--- src/rtl/spi_rate_pkg.sv ---
package spi_rate_pkg;

    typedef enum logic {
        DIV_POW2   = 1'b0,
        DIV_LINEAR = 1'b1
    } div_mode_e;

endpackage

--- src/rtl/spi_rate_decode.sv ---
module spi_rate_decode
    import spi_rate_pkg::*;
#(
    parameter int EXP_W = 4,
    parameter int LIN_W = 8
) (
    input  logic [EXP_W+LIN_W:0]  word_i,
    output logic [((2**EXP_W-2) > LIN_W ? (2**EXP_W-2) : LIN_W)-1:0] half_m1_o
);
    localparam int WORD_W = 1 + EXP_W + LIN_W;
    localparam int CW     = ((2**EXP_W - 2) > LIN_W) ? (2**EXP_W - 2) : LIN_W;

    div_mode_e        mode;
    logic [EXP_W-1:0] exp_f;
    logic [LIN_W-1:0] lin_f;
    logic [CW-1:0]    pow_m1;
    logic [CW-1:0]    lin_m1;

    assign mode  = div_mode_e'(word_i[WORD_W-1]);
    assign exp_f = word_i[LIN_W +: EXP_W];
    assign lin_f = word_i[LIN_W-1:0];

    // Power-of-two reload: (E-1) low ones; E of 0 and 1 both give 0 (divide by 2).
    for (genvar g = 0; g < CW; g++) begin : g_pow_mask
        assign pow_m1[g] = ({1'b0, exp_f} > (EXP_W+1)'(g + 1));
    end

    assign lin_m1 = CW'(lin_f);

    always_comb begin
        half_m1_o = (mode == DIV_LINEAR) ? lin_m1 : pow_m1;
    end

endmodule

--- src/rtl/spi_rate_counter.sv ---
module spi_rate_counter #(
    parameter int EXP_W = 4,
    parameter int LIN_W = 8
) (
    input  logic                  clk,
    input  logic                  rst_n,
    input  logic                  run_i,
    input  logic [EXP_W+LIN_W:0]  word_i,
    input  logic [((2**EXP_W-2) > LIN_W ? (2**EXP_W-2) : LIN_W)-1:0] half_m1_i,
    output logic                  toggle_o,
    output logic                  tick_o,
    output logic                  lvl_o
);
    localparam int WORD_W = 1 + EXP_W + LIN_W;
    localparam int CW     = ((2**EXP_W - 2) > LIN_W) ? (2**EXP_W - 2) : LIN_W;

    typedef struct packed {
        logic [WORD_W-1:0] word;
        logic [CW-1:0]     cnt;
        logic              lvl;
        logic              tgl;
        logic              tck;
    } state_t;

    state_t st_d, st_q;

    always_comb begin
        st_d      = st_q;
        st_d.tgl  = 1'b0;
        st_d.tck  = 1'b0;
        st_d.word = word_i;
        if (!run_i || (word_i != st_q.word)) begin
            st_d.cnt = half_m1_i;
            st_d.lvl = 1'b0;
        end else if (st_q.cnt == '0) begin
            st_d.cnt = half_m1_i;
            st_d.lvl = ~st_q.lvl;
            st_d.tgl = 1'b1;
            st_d.tck = ~st_q.lvl;
        end else begin
            st_d.cnt = st_q.cnt - 1'b1;
        end
    end

    always_ff @(posedge clk or negedge rst_n) begin
        if (!rst_n) begin
            st_q <= '0;
        end else begin
            st_q <= st_d;
        end
    end

    assign toggle_o = st_q.tgl;
    assign tick_o   = st_q.tck;
    assign lvl_o    = st_q.lvl;

    assert_idle_quiet_R8: assert property (@(posedge clk) disable iff (!rst_n)
        !run_i |=> (!lvl_o && !toggle_o && !tick_o));

    assert_restart_on_change_R9: assert property (@(posedge clk) disable iff (!rst_n)
        (run_i && (word_i != st_q.word)) |=> (!lvl_o && !toggle_o));

    assert_count_bound_R5: assert property (@(posedge clk) disable iff (!rst_n)
        (run_i && (word_i == st_q.word)) |-> (st_q.cnt <= half_m1_i));

    assert_toggle_flips_R6: assert property (@(posedge clk) disable iff (!rst_n)
        toggle_o |-> (lvl_o != $past(lvl_o)));

    assert_tick_on_rise_R7: assert property (@(posedge clk) disable iff (!rst_n)
        tick_o |-> (toggle_o && lvl_o));

endmodule

--- src/rtl/spi_rate_gen.sv ---
module spi_rate_gen #(
    parameter int EXP_W = 4,
    parameter int LIN_W = 8
) (
    input  logic                 clk,
    input  logic                 rst_n,
    input  logic                 run,
    input  logic [EXP_W+LIN_W:0] rate_word,
    output logic                 toggle,
    output logic                 tick,
    output logic                 sclk_ref
);
    localparam int CW = ((2**EXP_W - 2) > LIN_W) ? (2**EXP_W - 2) : LIN_W;

    logic [CW-1:0] half_m1;

    spi_rate_decode #(.EXP_W(EXP_W), .LIN_W(LIN_W)) u_decode (
        .word_i    (rate_word),
        .half_m1_o (half_m1)
    );

    spi_rate_counter #(.EXP_W(EXP_W), .LIN_W(LIN_W)) u_counter (
        .clk       (clk),
        .rst_n     (rst_n),
        .run_i     (run),
        .word_i    (rate_word),
        .half_m1_i (half_m1),
        .toggle_o  (toggle),
        .tick_o    (tick),
        .lvl_o     (sclk_ref)
    );

endmodule

--- config.mk ---
export PLATFORM = sky130hd
export DESIGN_NAME = spi_rate_gen
export DESIGN_NICKNAME = d
export VERILOG_FILES = /design/src/rtl/spi_rate_pkg.sv /design/src/rtl/spi_rate_decode.sv /design/src/rtl/spi_rate_counter.sv /design/src/rtl/spi_rate_gen.sv
export SDC_FILE = /design/constraint.sdc
export NUM_CORES = 1
export LEC_CHECK = 0
export BUFFER_PORTS_ARGS = -buffer_cell sky130_fd_sc_hd__buf_2
export CORE_ASPECT_RATIO = 1.5
export CORE_MARGIN = 2
export CORE_UTILIZATION = 45
export DETAILED_ROUTE_END_ITERATION = 7
export SLEW_MARGIN = 10
export SYNTH_ARGS = -nofsm -noshare
export SYNTH_HDL_FRONTEND = slang
export SYNTH_SLANG_ARGS = --single-unit
export TNS_END_PERCENT = 1
--- constraint.sdc ---
create_clock -name clk -period 3.6 [get_ports clk]
set_clock_uncertainty 0.1 [all_clocks]
set_input_delay 0 -clock clk [delete_from_list [all_inputs] [get_ports clk]]
set_output_delay 0 -clock clk [all_outputs]
set_load 0.02 [all_outputs]
==> results of run 1 <==
## registers in the layout, indices dropped and copies added, names as in the netlist
name                count
u_counter.toggle_o      1
u_counter.tick_o        1
u_counter.st_q         27
u_counter.lvl_o         1
## power groups by stage
stage               registers, W  logic [W]  clock network, W
finish                  0.000369  0.0000898          0.000272
global route            0.000370   0.000101          0.000298
CTS                     0.000369  0.0000909          0.000281
detailed placement      0.000375  0.0000793                 0
global placement        0.000374  0.0000772                 0
floorplan               0.000372  0.0000515                 0
## worst max path at each step
stage,from,end,slack [ps],depth (start not counted)
after floorplan,u_counter.st_q[12]$_DFF_PN0_,u_counter.st_q[12]$_DFF_PN0_,1510,7
after global placement,u_counter.st_q[12]$_DFF_PN0_,u_counter.st_q[10]$_DFF_PN0_,1190,5
after detailed placement,u_counter.st_q[12]$_DFF_PN0_,u_counter.st_q[9]$_DFF_PN0_,1090,5
after CTS,u_counter.st_q[12]$_DFF_PN0_,u_counter.st_q[9]$_DFF_PN0_,1080,5
after global routing,u_counter.st_q[12]$_DFF_PN0_,u_counter.st_q[6]$_DFF_PN0_,850,5
final,u_counter.st_q[7]$_DFF_PN0_,u_counter.st_q[6]$_DFF_PN0_,1090,5
## metal layers
metal	routed length, microns	track usage, %
met4	80	11.1
met3	75	4.71
met5	0	0
met1	1370	20.3
met2	1680	31.5
## repair_timing
item / 4_1_cts / 5_1_grt
hold endpoints to repair: 47 / 0
setup buffers: 0 / 0
hold buffers: 14 / 0
## worst max-delay path, delay by kind of cell (launching register included)
kind,cells,cell delay (ps)
and+or+nand+nor,4,1650
DFF,1,440
muxes,1,240
## placed cells by master (no fill, tap or decap)
| cell type | netlist | routed |
|---|---|---|
| o31ai_1 | 2 | 2 |
| xnor2_2 | 1 | 1 |
| a31oi_1 | 1 | 1 |
| nor3_2 | 1 | 1 |
| nand3_1 | 2 | 2 |
| nand2_1 | 8 | 8 |
| mux2i_1 | 8 | 8 |
| a21oi_1 | 8 | 8 |
| and2_1 | 2 | 2 |
| o21ai_1 | 5 | 5 |
| clkbuf_1 | 4 | 1 |
| dlygate4sd3_1 | 0 | 14 |
| nor4_4 | 1 | 1 |
| a21boi_0 | 1 | 1 |
| clkbuf_8 | 0 | 6 |
| o41ai_1 | 1 | 1 |
| nor4_1 | 2 | 2 |
| or4_4 | 1 | 1 |
| or2_1 | 1 | 1 |
| ha_1 | 1 | 1 |
| o21ai_0 | 5 | 5 |
| clkinv_2 | 0 | 1 |
| xnor2_1 | 15 | 15 |
| nor3_1 | 8 | 8 |
| nor2b_1 | 3 | 3 |
| xor2_1 | 7 | 7 |
| inv_1 | 4 | 4 |
| nand2b_1 | 2 | 2 |
| or3_1 | 1 | 1 |
| nand4_1 | 4 | 4 |
| and3_1 | 1 | 1 |
| buf_2 | 2 | 18 |
| o211ai_1 | 3 | 3 |
| o21a_1 | 1 | 1 |
| dfrtp_1 | 30 | 30 |
| o221ai_1 | 1 | 1 |
| nor2_1 | 11 | 11 |
## cells by family (layout without fill, tap and decap cells)
logic type	after synthesis	in the layout	share of synthesized area, %
multiplexers	8	8	5.18
AND/OR/NAND/NOR	48	48	17.1
buffers and inverters	12	44	4.05
AO/OA/AOI/OAI	28	28	10.8
XOR/XNOR	23	23	13.5
flip-flops	30	30	48.6
adder cells (fa/ha/maj)	1	1	0.810
## through the flow
step	instances	worst slack [ps]	util [%]	cell area, sq um
detailed placement	202	1090	49.0	1640
global route	224	855	55.9	1870
CTS	224	1080	55.9	1870
floorplan	150	1510	-	1550
global placement	202	1190	49.0	1640
finish	224	1090	55.9	1870
## cell usage after synthesis (all sizes together), types with 4 or more instances
master	number	area [sq um]
a21oi	8	40.0
xnor2	16	148
o21ai	10	50.0
nand4	4	25.0
inv	4	15.0
nor2	11	41.3
dfrtp	30	751
nand2	8	30.0
xor2	7	61.3
nor3	9	50.1
buf	4	32.5
mux2i	8	80.1
clkbuf	4	15.0
## cell type report
type	count	area [sq um]	area share, %
clock buffer	7	86.3	4.61
clock inverter	1	5.00	0.267
inverter	4	15.0	0.802
multi-input combinational	108	732	39.1
sequential	30	751	40.1
tap	42	52.6	2.81
timing repair buffer	32	230	12.3
==> metrics, run 1 <==
Tcrit/Tclk final=69.8%; CP Capture Type=flip-flop; I/O pin count=19; clock power share=37.2%; Leak=0.823 nW; worst hold path class=in -> reg; Mapped Nets=167; routability cong.=0.844; CTS Root Cell=clkbuf_8; Die Y-Extent=75.8 microns; Avg Cell Area, Syn=10.3 sq um; Slew Viols, Final=0; min-delay src=run; setup TNS=0 ps; final setup fails=0; Num Clock Sinks=30; clk slew on worst S/H paths=60 ps; antenna violations before repair=0; Routed Antenna Nets=0; worst hold slack=54.9 ps; Sw Ratio=24.5%; drt pass-1 iters=4; Int Power=0.000552 W; Rows=26; vias in the first global route=1106; placeable core area=3350 sq um; width of the die=51.8 microns; sequential share of power=50.5%; die area=3930 sq um; Critical Path Slowest Stage Cell=or2_1; DRC Markers=0; cts bufs inserted=5; slowest stage delay, CP=540 ps; WS Path Type=reg -> reg; fin crit period=2510 ps; Max VDD drop=0.220 mV; WL/cell=14.3 microns; number of synthesized flops with an enable pin=0; RSZ-0062 raised after global routing=no; fraction of registers with async set/reset=100%; vias per inst=5.15; drt initial violations=10; R2R depth=5; Area growth syn-to-layout=21.1%; Overall Power=0.000731 W; layout net count=198; Initial Utilization=46.1%; Unique masters post-synth=35; number of synthesized register bits=30; pwr/cell area=391 nW/um^2; worst-skew pair later-pin latency=280 ps; Arr. time, crit path=2610 ps; GR Util All Layers=18.4%; MaxCap Viol Count=0; Syn Inst Count=150; startpoint types=flip-flop; first-pass GRT wire length=5.03 mm; Req. time, crit path=3700 ps; vias after detailed routing=1153; P_sw=0.000179 W; IO buf count=18; DPL Wire Length=2.29 mm; Slew HR=56.8%; Bufs on Longest Clock Path=2; Worst Hold Endpoint=u_counter.lvl_o$_DFFE_PN0P_; Primary FF master, synth=dfrtp_1; layout cells sized above 1=15.9%; H-tree levels=2; antenna diode count=0; Max Freq=398 MHz; R2R Path End=u_counter.st_q[6]$_DFF_PN0_; Filler cells=285; Routed WL=3.21 mm; Synth warnings=0; Post-Syn Area=1550 sq um; Hold Path Stages=4; Worst-Margin Slew=648 ps; post_cts resized=0; CTS tree=yes; largest net degree at the start of global routing=31; reg2reg start=u_counter.st_q[7]$_DFF_PN0_; R2R Setup Slk=1090 ps; final hold violation count=0; Seq/Total Area, Yosys=48.6%; cell chain of the critical path=nor4_4 -> nand4_1 -> nor3_2 -> or2_1 -> mux2i_1; worst-path maximum fanout=12; combinational share of power=12.3%; status=completed; gr ovfl total=0
Note: power is estimated with default switching activity, not from simulation.
==> run 2: changes to the inputs <==
--- a/config.mk
+++ b/config.mk
@@ -5,6 +5,7 @@
 export SDC_FILE = /design/constraint.sdc
 export NUM_CORES = 1
 export LEC_CHECK = 0
+export ABC_AREA = 1
 export BUFFER_PORTS_ARGS = -buffer_cell sky130_fd_sc_hd__buf_2
 export CORE_ASPECT_RATIO = 1.5
 export CORE_MARGIN = 2
==> constraint.sdc (replaced) <==
create_clock -name clk -period 2.4 [get_ports clk]
set_clock_uncertainty 0.1 [all_clocks]
set_input_delay 0 -clock clk [delete_from_list [all_inputs] [get_ports clk]]
set_output_delay 0 -clock clk [all_outputs]
set_load 0.02 [all_outputs]
==> run 2 against run 1 <==
Total power is 77% higher. Cell count is 83% higher. Utilization is 0.39 points higher. Register-to-register slack worse by 350 ps. Clock power is 83% higher. Sequential share of layout area is 11 points lower. Sequential power is 49% higher.
==> metrics, run 2 <==
routability cong.=0.942; Filler cells=469; WS Path Type=in -> reg; Arr. time, crit path=1800 ps; CTS Root Cell=clkbuf_8; CP Capture Type=flip-flop; Die Y-Extent=88.5 microns; vias in the first global route=1989; layout cells sized above 1=17.6%; reg2reg start=u_counter.st_q[3]$_DFF_PN0_; Leak=1.41 nW; Bufs on Longest Clock Path=2; pwr/cell area=506 nW/um^2; CTS tree=yes; vias per inst=4.68; Biggest register=u_counter.st_q; Max VDD drop=0.309 mV; postcts setup bufs=0; Overall Power=0.00129 W; ranking of synthesized cells by area=dfrtp_1 (35%), nand2_1 (21%), inv_1 (6.1%); Seq/Total Area, Yosys=35.1%; Req. time, crit path=2470 ps; WL/cell=12.3 microns; MaxCap Viol Count=0; R2R Setup Slk=740 ps; fraction of registers with async set/reset=100%; first-pass GRT wire length=8.73 mm; worst hold path class=in -> reg; vias after detailed routing=1924; Mapped Nets=325; Unique masters post-synth=27; number of synthesized flops with an enable pin=0; most frequent cell after synthesis=nand2_1; number of synthesized register bits=30; H-tree levels=2; width of the die=60.3 microns; placeable core area=4540 sq um; R2R Path End=u_counter.st_q[14]$_DFF_PN0_; Initial Utilization=47.1%; Slew HR=55.4%; worst-path maximum fanout=13; die area=5340 sq um; worst hold slack=5.35 ps; DPL Wire Length=4.05 mm; Routed WL=5.07 mm; Rows=30; R2R depth=10; Max Freq=579 MHz; Primary FF master, synth=dfrtp_1; Post-Syn Area=2140 sq um; Routed Antenna Nets=0; setup TNS=0 ps; Slew Viols, Final=0; gr ovfl total=0; worst-skew pair later-pin latency=280 ps; Syn Inst Count=308; clk slew on worst S/H paths=70 ps; layout net count=363; RSZ-0062 raised after global routing=no; cts bufs inserted=5; Hold Path Stages=5; fin crit period=1730 ps; GR Util All Layers=22.3%; Worst Hold Endpoint=u_counter.st_q[10]$_DFF_PN0_; drt initial violations=75; worst setup path start=rate_word[12]; startpoint types=input pin; Synth top area share=35.1%; antenna diode count=0; Tcrit/Tclk final=71.9%; drt pass-1 iters=4; commonest cells in the synthesized netlist=nand2_1 (119), inv_1 (35), nor2_1 (34); commonest non-fill, non-tap cell in the layout=nand2_1; min-delay src=run; Avg Cell Area, Syn=6.95 sq um; leading area contributor after synthesis=dfrtp_1; number of flip-flops in the largest register=27; largest net degree at the start of global routing=31; status=completed; I/O pin count=19; DRC Markers=0; IO buf count=18; Worst-Margin Slew=669 ps; Area growth syn-to-layout=19.3%; most frequent cells in the layout=nand2_1 (119), inv_1 (35), nor2_1 (34); final hold violation count=0; final setup fails=0; Synth warnings=0; Num Clock Sinks=30; antenna violations before repair=0
-- run 2: worst max-delay path by stage --
stage	cells past startpoint	slack, ps	to
2_1_floorplan	9	910	u_counter.st_q[14]$_DFF_PN0_
3_3_place_gp	8	760	u_counter.st_q[16]$_DFF_PN0_
4_1_cts	11	660	u_counter.st_q[16]$_DFF_PN0_
6_report	11	670	u_counter.st_q[16]$_DFF_PN0_
3_5_place_dp	8	740	u_counter.st_q[16]$_DFF_PN0_
5_1_grt	11	520	u_counter.st_q[12]$_DFF_PN0_
-- run 2: layout make-up --
| class | instances | area (sq um) | share of cell area (%) |
|---|---|---|---|
| clock buffer | 5 | 68.8 | 2.69 |
| clock inverter | 3 | 40.0 | 1.57 |
| inverter | 43 | 175 | 6.86 |
| multi-input combinational | 234 | 1210 | 47.4 |
| sequential | 30 | 751 | 29.4 |
| tap | 64 | 80.1 | 3.13 |
| timing repair buffer | 32 | 230 | 9.01 |
-- run 2: routing by layer --
layer | vias up | global-route usage, % | share of wire [%]
li1 | 1029 | - | -
met1 | 859 | 23.1 | 39
met5 | - | 0 | 0
met4 | 0 | 10.7 | 2.8
met3 | 8 | 3.22 | 1.8
met2 | 28 | 42.2 | 56
-- run 2: report_power, final --
part / internal [W] / switching, W
Sequential: 0.000531 / 0.0000201
Combinational: 0.0000897 / 0.000154
Clock: 0.000305 / 0.000193
-- run 2: logic make-up after synthesis --
family / after synthesis / share of synthesized area [%]
buffers and inverters: 44 / 8.42
and+or+nand+nor: 209 / 48.5
DFF: 30 / 35.1
adders and majority gates: 1 / 0.584
AOI/OAI and AO/OA: 18 / 5.03
xor gates and xnor gates: 6 / 2.45
-- run 2: timing repair --
item	CTS	global route
endpoints found under the hold margin	43	0
resized for setup	0	0
hold buffers	14	0
-- run 2: critical path, cell delays in order --
cell,delay (ps)
dlygate4sd3_1,510
buf_2,240
inv_2,110
nand2_1,70
nand2_1,110
nor2_4,170
nand2_8,70
nor2_8,200
nand3_4,140
nand2_1,110
nand2_1,60
-- run 2: metrics by stage --
stage | cell area, sq um | worst slack [ps] | util (%) | cells
floorplan | 2140 | 909 | - | 308
global placement | 2310 | 763 | 50.8 | 389
detailed placement | 2310 | 743 | 50.8 | 389
CTS | 2550 | 661 | 56.3 | 411
global route | 2550 | 515 | 56.3 | 411
finish | 2550 | 674 | 56.3 | 411
